## src/rtl/wkp_pkg.sv

```systemverilog
package wkp_pkg;
  localparam int unsigned DW = 32;

  localparam logic [2:0] TRIG_LOW  = 3'd0;
  localparam logic [2:0] TRIG_HIGH = 3'd1;
  localparam logic [2:0] TRIG_FALL = 3'd2;
  localparam logic [2:0] TRIG_RISE = 3'd3;
  localparam logic [2:0] TRIG_NONE = 3'd4;
  localparam logic [2:0] TRIG_ANY  = 3'd6;

  localparam logic [11:0] OFF_STAT     = 12'h310;
  localparam logic [11:0] OFF_EN       = 12'h314;
  localparam logic [11:0] OFF_CLR      = 12'h318;
  localparam logic [11:0] OFF_ROUTE    = 12'h31C;
  localparam int unsigned CFG_BASE     = 'h330;
  localparam int unsigned CFG_STRIDE   = 8;

  // route register field positions
  localparam int unsigned RT_PER_IRQ  = 0;
  localparam int unsigned RT_PIN_IRQ  = 8;
  localparam int unsigned RT_PER_WAKE = 16;
  localparam int unsigned RT_PIN_WAKE = 24;
endpackage

```

## src/rtl/wkp_sync.sv

```systemverilog
module wkp_sync #(
  parameter int unsigned W = 4
) (
  input  logic         clk_i,
  input  logic         rst_ni,
  input  logic [W-1:0] async_i,
  output logic [W-1:0] sync_o
);
  logic [W-1:0] stage_q;

  always_ff @(posedge clk_i or negedge rst_ni) begin
    if (!rst_ni) begin
      stage_q <= '0;
      sync_o  <= '0;
    end else begin
      stage_q <= async_i;
      sync_o  <= stage_q;
    end
  end
endmodule

```

## src/rtl/wkp_trig.sv

```systemverilog
module wkp_trig
  import wkp_pkg::*;
#(
  parameter int unsigned NPINS = 4
) (
  input  logic                  clk_i,
  input  logic                  rst_ni,
  input  logic [NPINS-1:0]      lvl_i,
  input  logic [NPINS-1:0][2:0] mode_i,
  input  logic [NPINS-1:0]      hold_i,
  input  logic [NPINS-1:0]      clr_i,
  output logic [NPINS-1:0]      stat_o
);
  for (genvar i = 0; i < NPINS; i++) begin : g_pin
    logic prev_q, stat_q, stat_d;
    logic rise, fall, keep;

    assign rise = lvl_i[i] & ~prev_q;
    assign fall = ~lvl_i[i] & prev_q;
    assign keep = stat_q & ~clr_i[i];

    always_comb begin
      unique case (mode_i[i])
        TRIG_LOW:  stat_d = ~lvl_i[i];
        TRIG_HIGH: stat_d = lvl_i[i];
        TRIG_FALL: stat_d = fall | keep;
        TRIG_RISE: stat_d = rise | keep;
        TRIG_ANY:  stat_d = rise | fall | keep;
        default:   stat_d = keep;
      endcase
      if (hold_i[i]) stat_d = 1'b0;
    end

    always_ff @(posedge clk_i or negedge rst_ni) begin
      if (!rst_ni) begin
        prev_q <= 1'b0;
        stat_q <= 1'b0;
      end else begin
        prev_q <= lvl_i[i];
        stat_q <= stat_d;
      end
    end

    assign stat_o[i] = stat_q;

    a_r3_edge_sticky: assert property (@(posedge clk_i) disable iff (!rst_ni)
      ((mode_i[i] == TRIG_RISE || mode_i[i] == TRIG_FALL || mode_i[i] == TRIG_ANY)
       && stat_q && !clr_i[i] && !hold_i[i]) |=> stat_q);

    a_r6_none_no_set: assert property (@(posedge clk_i) disable iff (!rst_ni)
      (mode_i[i][2] && mode_i[i] != TRIG_ANY && !stat_q) |=> !stat_q);

    a_r10_hold_clears: assert property (@(posedge clk_i) disable iff (!rst_ni)
      hold_i[i] |=> !stat_q);

    a_r5_level_follows: assert property (@(posedge clk_i) disable iff (!rst_ni)
      (mode_i[i] == TRIG_HIGH && lvl_i[i] && !hold_i[i]) |=> stat_q);

    a_r7_clear_edge_wins: assert property (@(posedge clk_i) disable iff (!rst_ni)
      (mode_i[i] == TRIG_RISE && rise && clr_i[i] && !hold_i[i]) |=> stat_q);
  end
endmodule

```

## src/rtl/wkp_regs.sv

```systemverilog
module wkp_regs
  import wkp_pkg::*;
#(
  parameter int unsigned NPINS  = 4,
  parameter int unsigned NPERIP = 3,
  parameter int unsigned AW     = 12
) (
  input  logic                  clk_i,
  input  logic                  rst_ni,
  input  logic [AW-1:0]         addr_i,
  input  logic                  we_i,
  input  logic [DW-1:0]         wdata_i,
  output logic [DW-1:0]         rdata_o,
  input  logic [NPINS-1:0]      lvl_i,
  input  logic [NPINS-1:0]      stat_i,
  output logic [NPINS-1:0][2:0] mode_o,
  output logic [NPINS-1:0]      hold_o,
  output logic [NPINS-1:0]      clr_o,
  output logic [NPINS-1:0]      en_o,
  output logic [NPINS-1:0]      rt_pin_irq_o,
  output logic [NPINS-1:0]      rt_pin_wake_o,
  output logic [NPERIP-1:0]     rt_per_irq_o,
  output logic [NPERIP-1:0]     rt_per_wake_o
);
  logic hit_en, hit_stat, hit_clr, hit_route;
  logic [NPINS-1:0] hit_cfg;
  logic unused_wd;

  assign unused_wd = ^wdata_i;
  assign hit_stat  = (addr_i == AW'(OFF_STAT));
  assign hit_en    = (addr_i == AW'(OFF_EN));
  assign hit_clr   = (addr_i == AW'(OFF_CLR));
  assign hit_route = (addr_i == AW'(OFF_ROUTE));

  assign clr_o = (we_i && hit_clr) ? wdata_i[NPINS-1:0] : '0;

  for (genvar i = 0; i < NPINS; i++) begin : g_cfg
    localparam logic [AW-1:0] A_CFG = AW'(CFG_BASE + CFG_STRIDE * i);
    assign hit_cfg[i] = (addr_i == A_CFG);

    always_ff @(posedge clk_i or negedge rst_ni) begin
      if (!rst_ni) begin
        mode_o[i] <= TRIG_NONE;
        hold_o[i] <= 1'b0;
      end else if (we_i && hit_cfg[i]) begin
        mode_o[i] <= wdata_i[3:1];
        hold_o[i] <= wdata_i[4];
      end
    end
  end

  always_ff @(posedge clk_i or negedge rst_ni) begin
    if (!rst_ni) begin
      en_o          <= '0;
      rt_pin_irq_o  <= '0;
      rt_pin_wake_o <= '0;
      rt_per_irq_o  <= '0;
      rt_per_wake_o <= '0;
    end else if (we_i) begin
      if (hit_en) en_o <= wdata_i[NPINS-1:0];
      if (hit_route) begin
        rt_pin_irq_o  <= wdata_i[RT_PIN_IRQ  +: NPINS];
        rt_pin_wake_o <= wdata_i[RT_PIN_WAKE +: NPINS];
        rt_per_irq_o  <= wdata_i[RT_PER_IRQ  +: NPERIP];
        rt_per_wake_o <= wdata_i[RT_PER_WAKE +: NPERIP];
      end
    end
  end

  always_comb begin
    rdata_o = '0;
    if (hit_stat) rdata_o[NPINS-1:0] = stat_i;
    if (hit_en)   rdata_o[NPINS-1:0] = en_o;
    if (hit_route) begin
      rdata_o[RT_PIN_IRQ  +: NPINS]  = rt_pin_irq_o;
      rdata_o[RT_PIN_WAKE +: NPINS]  = rt_pin_wake_o;
      rdata_o[RT_PER_IRQ  +: NPERIP] = rt_per_irq_o;
      rdata_o[RT_PER_WAKE +: NPERIP] = rt_per_wake_o;
    end
    for (int i = 0; i < NPINS; i++) begin
      if (hit_cfg[i]) rdata_o[4:0] = {hold_o[i], mode_o[i], lvl_i[i]};
    end
  end

  a_r7_clear_zero_inert: assert property (@(posedge clk_i) disable iff (!rst_ni)
    (we_i && hit_clr && wdata_i[NPINS-1:0] == '0) |-> (clr_o == '0));
endmodule

```

## src/rtl/wkp_route.sv

```systemverilog
module wkp_route #(
  parameter int unsigned NPINS  = 4,
  parameter int unsigned NPERIP = 3
) (
  input  logic              clk_i,
  input  logic              rst_ni,
  input  logic [NPINS-1:0]  stat_i,
  input  logic [NPINS-1:0]  en_i,
  input  logic [NPERIP-1:0] perip_i,
  input  logic [NPINS-1:0]  rt_pin_irq_i,
  input  logic [NPINS-1:0]  rt_pin_wake_i,
  input  logic [NPERIP-1:0] rt_per_irq_i,
  input  logic [NPERIP-1:0] rt_per_wake_i,
  output logic              irq_o,
  output logic              wake_o
);
  logic [NPINS-1:0] pend;
  logic irq_d, wake_d;

  assign pend   = stat_i & en_i;
  assign irq_d  = |(pend & rt_pin_irq_i)  | |(perip_i & rt_per_irq_i);
  assign wake_d = |(pend & rt_pin_wake_i) | |(perip_i & rt_per_wake_i);

  always_ff @(posedge clk_i or negedge rst_ni) begin
    if (!rst_ni) begin
      irq_o  <= 1'b0;
      wake_o <= 1'b0;
    end else begin
      irq_o  <= irq_d;
      wake_o <= wake_d;
    end
  end

  a_r12_no_spurious: assert property (@(posedge clk_i) disable iff (!rst_ni)
    (en_i == '0 && perip_i == '0) |=> (!irq_o && !wake_o));

  a_r9_wake_needs_route: assert property (@(posedge clk_i) disable iff (!rst_ni)
    (rt_pin_wake_i == '0 && rt_per_wake_i == '0) |=> !wake_o);

  a_r8_irq_needs_route: assert property (@(posedge clk_i) disable iff (!rst_ni)
    (rt_pin_irq_i == '0 && rt_per_irq_i == '0) |=> !irq_o);
endmodule

```

## src/rtl/wake_pin_ctrl.sv

```systemverilog
module wake_pin_ctrl
  import wkp_pkg::*;
#(
  parameter int unsigned NPINS  = 4,
  parameter int unsigned NPERIP = 3,
  parameter int unsigned AW     = 12
) (
  input  logic              clk_i,
  input  logic              rst_ni,
  input  logic [AW-1:0]     addr_i,
  input  logic              we_i,
  input  logic [DW-1:0]     wdata_i,
  output logic [DW-1:0]     rdata_o,
  input  logic [NPINS-1:0]  wake_pin_i,
  input  logic [NPERIP-1:0] perip_evt_i,
  output logic              irq_o,
  output logic              wake_o
);
  logic [NPINS-1:0]      lvl, stat, hold, clr, en;
  logic [NPINS-1:0][2:0] mode;
  logic [NPINS-1:0]      rt_pin_irq, rt_pin_wake;
  logic [NPERIP-1:0]     rt_per_irq, rt_per_wake;

  wkp_sync #(.W(NPINS)) u_sync (
    .clk_i(clk_i), .rst_ni(rst_ni), .async_i(wake_pin_i), .sync_o(lvl)
  );

  wkp_regs #(.NPINS(NPINS), .NPERIP(NPERIP), .AW(AW)) u_regs (
    .clk_i(clk_i), .rst_ni(rst_ni), .addr_i(addr_i), .we_i(we_i),
    .wdata_i(wdata_i), .rdata_o(rdata_o), .lvl_i(lvl), .stat_i(stat),
    .mode_o(mode), .hold_o(hold), .clr_o(clr), .en_o(en),
    .rt_pin_irq_o(rt_pin_irq), .rt_pin_wake_o(rt_pin_wake),
    .rt_per_irq_o(rt_per_irq), .rt_per_wake_o(rt_per_wake)
  );

  wkp_trig #(.NPINS(NPINS)) u_trig (
    .clk_i(clk_i), .rst_ni(rst_ni), .lvl_i(lvl), .mode_i(mode),
    .hold_i(hold), .clr_i(clr), .stat_o(stat)
  );

  wkp_route #(.NPINS(NPINS), .NPERIP(NPERIP)) u_route (
    .clk_i(clk_i), .rst_ni(rst_ni), .stat_i(stat), .en_i(en),
    .perip_i(perip_evt_i), .rt_pin_irq_i(rt_pin_irq),
    .rt_pin_wake_i(rt_pin_wake), .rt_per_irq_i(rt_per_irq),
    .rt_per_wake_i(rt_per_wake), .irq_o(irq_o), .wake_o(wake_o)
  );

  initial begin
    a_r2_pin_limit: assert (NPINS >= 1 && NPINS <= 4);
  end
endmodule

```

## config.mk

```make
export PLATFORM = sky130hd
export DESIGN_NAME = wake_pin_ctrl
export DESIGN_NICKNAME = d
export VERILOG_FILES = /design/src/rtl/wkp_pkg.sv /design/src/rtl/wkp_sync.sv /design/src/rtl/wkp_trig.sv /design/src/rtl/wkp_regs.sv /design/src/rtl/wkp_route.sv /design/src/rtl/wake_pin_ctrl.sv
export SDC_FILE = /design/constraint.sdc
export NUM_CORES = 1
export LEC_CHECK = 0
export BUFFER_PORTS_ARGS = -buffer_cell sky130_fd_sc_hd__buf_2
export CAP_MARGIN = 20
export CORE_UTILIZATION = 40
export CTS_CLUSTER_DIAMETER = 150
export DETAILED_ROUTE_END_ITERATION = 6
export GPL_TIMING_DRIVEN = 0
export PLACE_DENSITY = 0.7
export SETUP_SLACK_MARGIN = 0.4
export SLEW_MARGIN = 20
export SYNTH_ARGS = -nofsm -noshare
export SYNTH_HDL_FRONTEND = slang
export SYNTH_SLANG_ARGS = --single-unit
```

## constraint.sdc

```tcl
create_clock -name clk_i -period 2.1 [get_ports clk_i]
set_input_delay 0.315 -clock clk_i [delete_from_list [all_inputs] [get_ports clk_i]]
set_output_delay 0.315 -clock clk_i [all_outputs]
set_load 0.005 [all_outputs]
```

==> impl_metrics.env <==
export IMPL_diodes=0
export IMPL_hold_ws_ps=6.026
export IMPL_worst_skew_pair_late_latency_ps=330
export IMPL_postCtsHoldBufs=0
export IMPL_hold_violations=0
export IMPL_cp_required_ps=1780
export IMPL_io_pins=88
export IMPL_cts_tree="done"
export IMPL_p_per_area_nw_per_um2=498.8
export IMPL_port_buffers=55
export IMPL_htree_num_levels=2
export IMPL_synth_warnings=0
export IMPL_period_share=0.9408
export IMPL_fin_crit_ps=1976
export IMPL_clockBufferDepth=2
export IMPL_fmax_mhz=506.1
export IMPL_drc=0
export IMPL_grt_first_pass_wirelength_um=10590
export IMPL_syn_area_um2=2944
export IMPL_rr_worst_depth=6
export IMPL_synthTopCellsByCount="dfrtp_1, mux2_2, inv_1"
export IMPL_skew_ps=14.60
export IMPL_timing_rr_end="u_trig.g_pin[3].stat_q"
export IMPL_critPathLaunchType="flip-flop"
export IMPL_path_class="flip-flop to output port"
export IMPL_gp_congestion=0.8668
export IMPL_post_synth_top_area_fraction=0.4080
export IMPL_rsz0062_at_grt="yes"
export IMPL_crit_chain="or4b_4, o21ai_4, a31oi_4, o32ai_2, buf_2"
export IMPL_dieArea_um2=7707
export IMPL_synthDistinctLibCells=53
export IMPL_drt_iter0_drc=120
export IMPL_synth_largest_area_cell="dfrtp_1"
export IMPL_tns_ps=0
export IMPL_core_area_um2=6944
export IMPL_routed_wl_um=6959
export IMPL_synth_most_common_cell="dfrtp_1"
export IMPL_cap_violations=0
export IMPL_fin_util=0.5465
export IMPL_area_delta_synth_final_pct=28.90
export IMPL_max_stage_delay_ps=480
export IMPL_clk_pin_slew_worst_paths_ps=110
export IMPL_nNetsFinal=418
export IMPL_r2r_start="u_sync.sync_o[3]"
export IMPL_final_antenna_net_count=0
export IMPL_finalPower_w=0.001893
export IMPL_crit_fanout=2
export IMPL_drive_gt1_frac=0.4818
export IMPL_outcome="finished, final reports clean"
export IMPL_r2r_slack_ps=570
export IMPL_cts_buffers=5
export IMPL_ys_top_cells_by_area="dfrtp_1, mux2_2, buf_4"
export IMPL_setup_violations_final=0
export IMPL_vias_per_cell=5.174
export IMPL_ys_seq_area_frac=0.4437
export IMPL_grt_ovfl_total=0
export IMPL_dr_pass1_iters=4
export IMPL_syn_mean_instance_area_um2=11.28
export IMPL_start_util=0.4240
export IMPL_clock_sinks=52
export IMPL_grt_total_usage=0.1823
export IMPL_final_area_um2=3795
export IMPL_slew_violations=0
export IMPL_avgRoutedWirePerCell_um=15.36
export IMPL_num_rows=30
export IMPL_worst_slew_pin_slew_ps=646.2
export IMPL_antenna_found_initial=0
export IMPL_placed_area_um2=3411
export IMPL_critPathSlowestCell="or4b_4"
export IMPL_synth_cells=261
export IMPL_synthFlopType="dfrtp_1"
export IMPL_chipWidth_um=87.79
export IMPL_critPathArrivalTime_ps=1660
export IMPL_grt_pass1_vias=2148
export IMPL_via_count=2344
export IMPL_ir_drop_mv=0.3359
export IMPL_worstHoldPathType="primary input to async pin"
export IMPL_crit_path_end_kind="output port"
export IMPL_p_leak_nw=1.925
export IMPL_synthArstFlopShare=1.000
export IMPL_ys_seq_elements=52
export IMPL_clk_root_buffer_cell="clkbuf_8"
export IMPL_place_hpwl_um=4903
export IMPL_synth_edff_count=0
export IMPL_slew_headroom=0.5692
export IMPL_grt_start_max_net_pins=53
export IMPL_dieHeight_um=87.79
-- worst max path at each step --
stage,from,end,cells past startpoint
2_1_floorplan,addr_i[10],rdata_o[10],5
3_3_place_gp,addr_i[7],rdata_o[16],7
3_5_place_dp,addr_i[7],rdata_o[8],7
4_1_cts,u_trig.g_pin[0].stat_q,rdata_o[0],5
5_1_grt,u_regs.en_o[3],rdata_o[3],5
6_report,u_trig.g_pin[0].stat_q,rdata_o[0],5
-- critical path, delay by kind of cell, from the launching register on --
kind | cells | cell delay, ps
buffers and inverters | 1 | 150
DFF | 1 | 360
AOI/OAI and AO/OA | 3 | 360
and+or+nand+nor | 1 | 480
-- placed cells by master (no fill, tap or decap), types with 6 or more instances in the layout --
cell type / count
nand2_1: 9
ha_1: 8
buf_6: 6
buf_2: 52
mux2i_1: 10
conb_1: 16
mux2_4: 7
mux2_2: 27
buf_4: 38
nor2_1: 6
o21ai_0: 6
and2_1: 12
inv_1: 16
dfrtp_1: 46
-- per-stage QoR --
step	worst slack, ps	cells
global route	55.27	453
global placement	-294.3	427
floorplan	312.3	276
CTS	39.64	445
finish	124.3	453
detailed placement	-373.5	427
-- where the power goes --
part	internal, W	switching (W)	total, W
registers	0.00102	0.0000160	0.00104
logic	0.000107	0.000129	0.000236
clock network	0.000245	0.000375	0.000620
total	0.00137	0.000520	0.00189
-- layer usage --
metal,wire length [um],up-vias,global-route usage
met2,3386,79,0.2889
met3,374,13,0.02828
met1,3084,1138,0.2551
li1,-,1114,-
met4,113,0,0.06110
met5,0,-,0
-- repair_timing --
action	CTS	global route
gates resized for setup	25	12
endpoints found under the hold margin	0	0
setup buffers	10	8
endpoints found under the setup margin	22	31
pin swaps	11	5
-- cell families after synthesis --
logic type | after synthesis | share of synthesized area
other cells | 1 | 0.001274
buf+inv | 42 | 0.08075
simple gates | 66 | 0.1466
compound gates | 44 | 0.1080
flops | 52 | 0.4437
mux | 45 | 0.1768
xor+xnor | 3 | 0.008926
fa+ha+maj | 8 | 0.03400
-- layout make-up --
cell class	instances	area, um^2
Fill cell	590	3149
Multi-Input combinational cell	182	1577
Sequential cell	52	1309
Timing Repair Buffer	73	421.7
Buffer	25	203.9
Tap cell	96	120.1
Clock buffer	5	68.82
Inverter	17	67.56
Clock inverter	3	27.53
-- state kept, by name, summed over array words and instances (netlist names) --
signal / cells
u_route.wake_o: 1
u_regs.rt_pin_irq_o: 4
u_regs.rt_pin_wake_o: 4
u_sync.stage_q: 4
u_regs.mode_o: 12
u_regs.hold_o: 4
u_route.irq_o: 1
u_regs.rt_per_wake_o: 3
u_trig.g_pin.prev_q: 4
u_regs.rt_per_irq_o: 3
u_sync.sync_o: 4
u_trig.g_pin.stat_q: 4
u_regs.en_o: 4
Power figures use the tool's default switching activity.
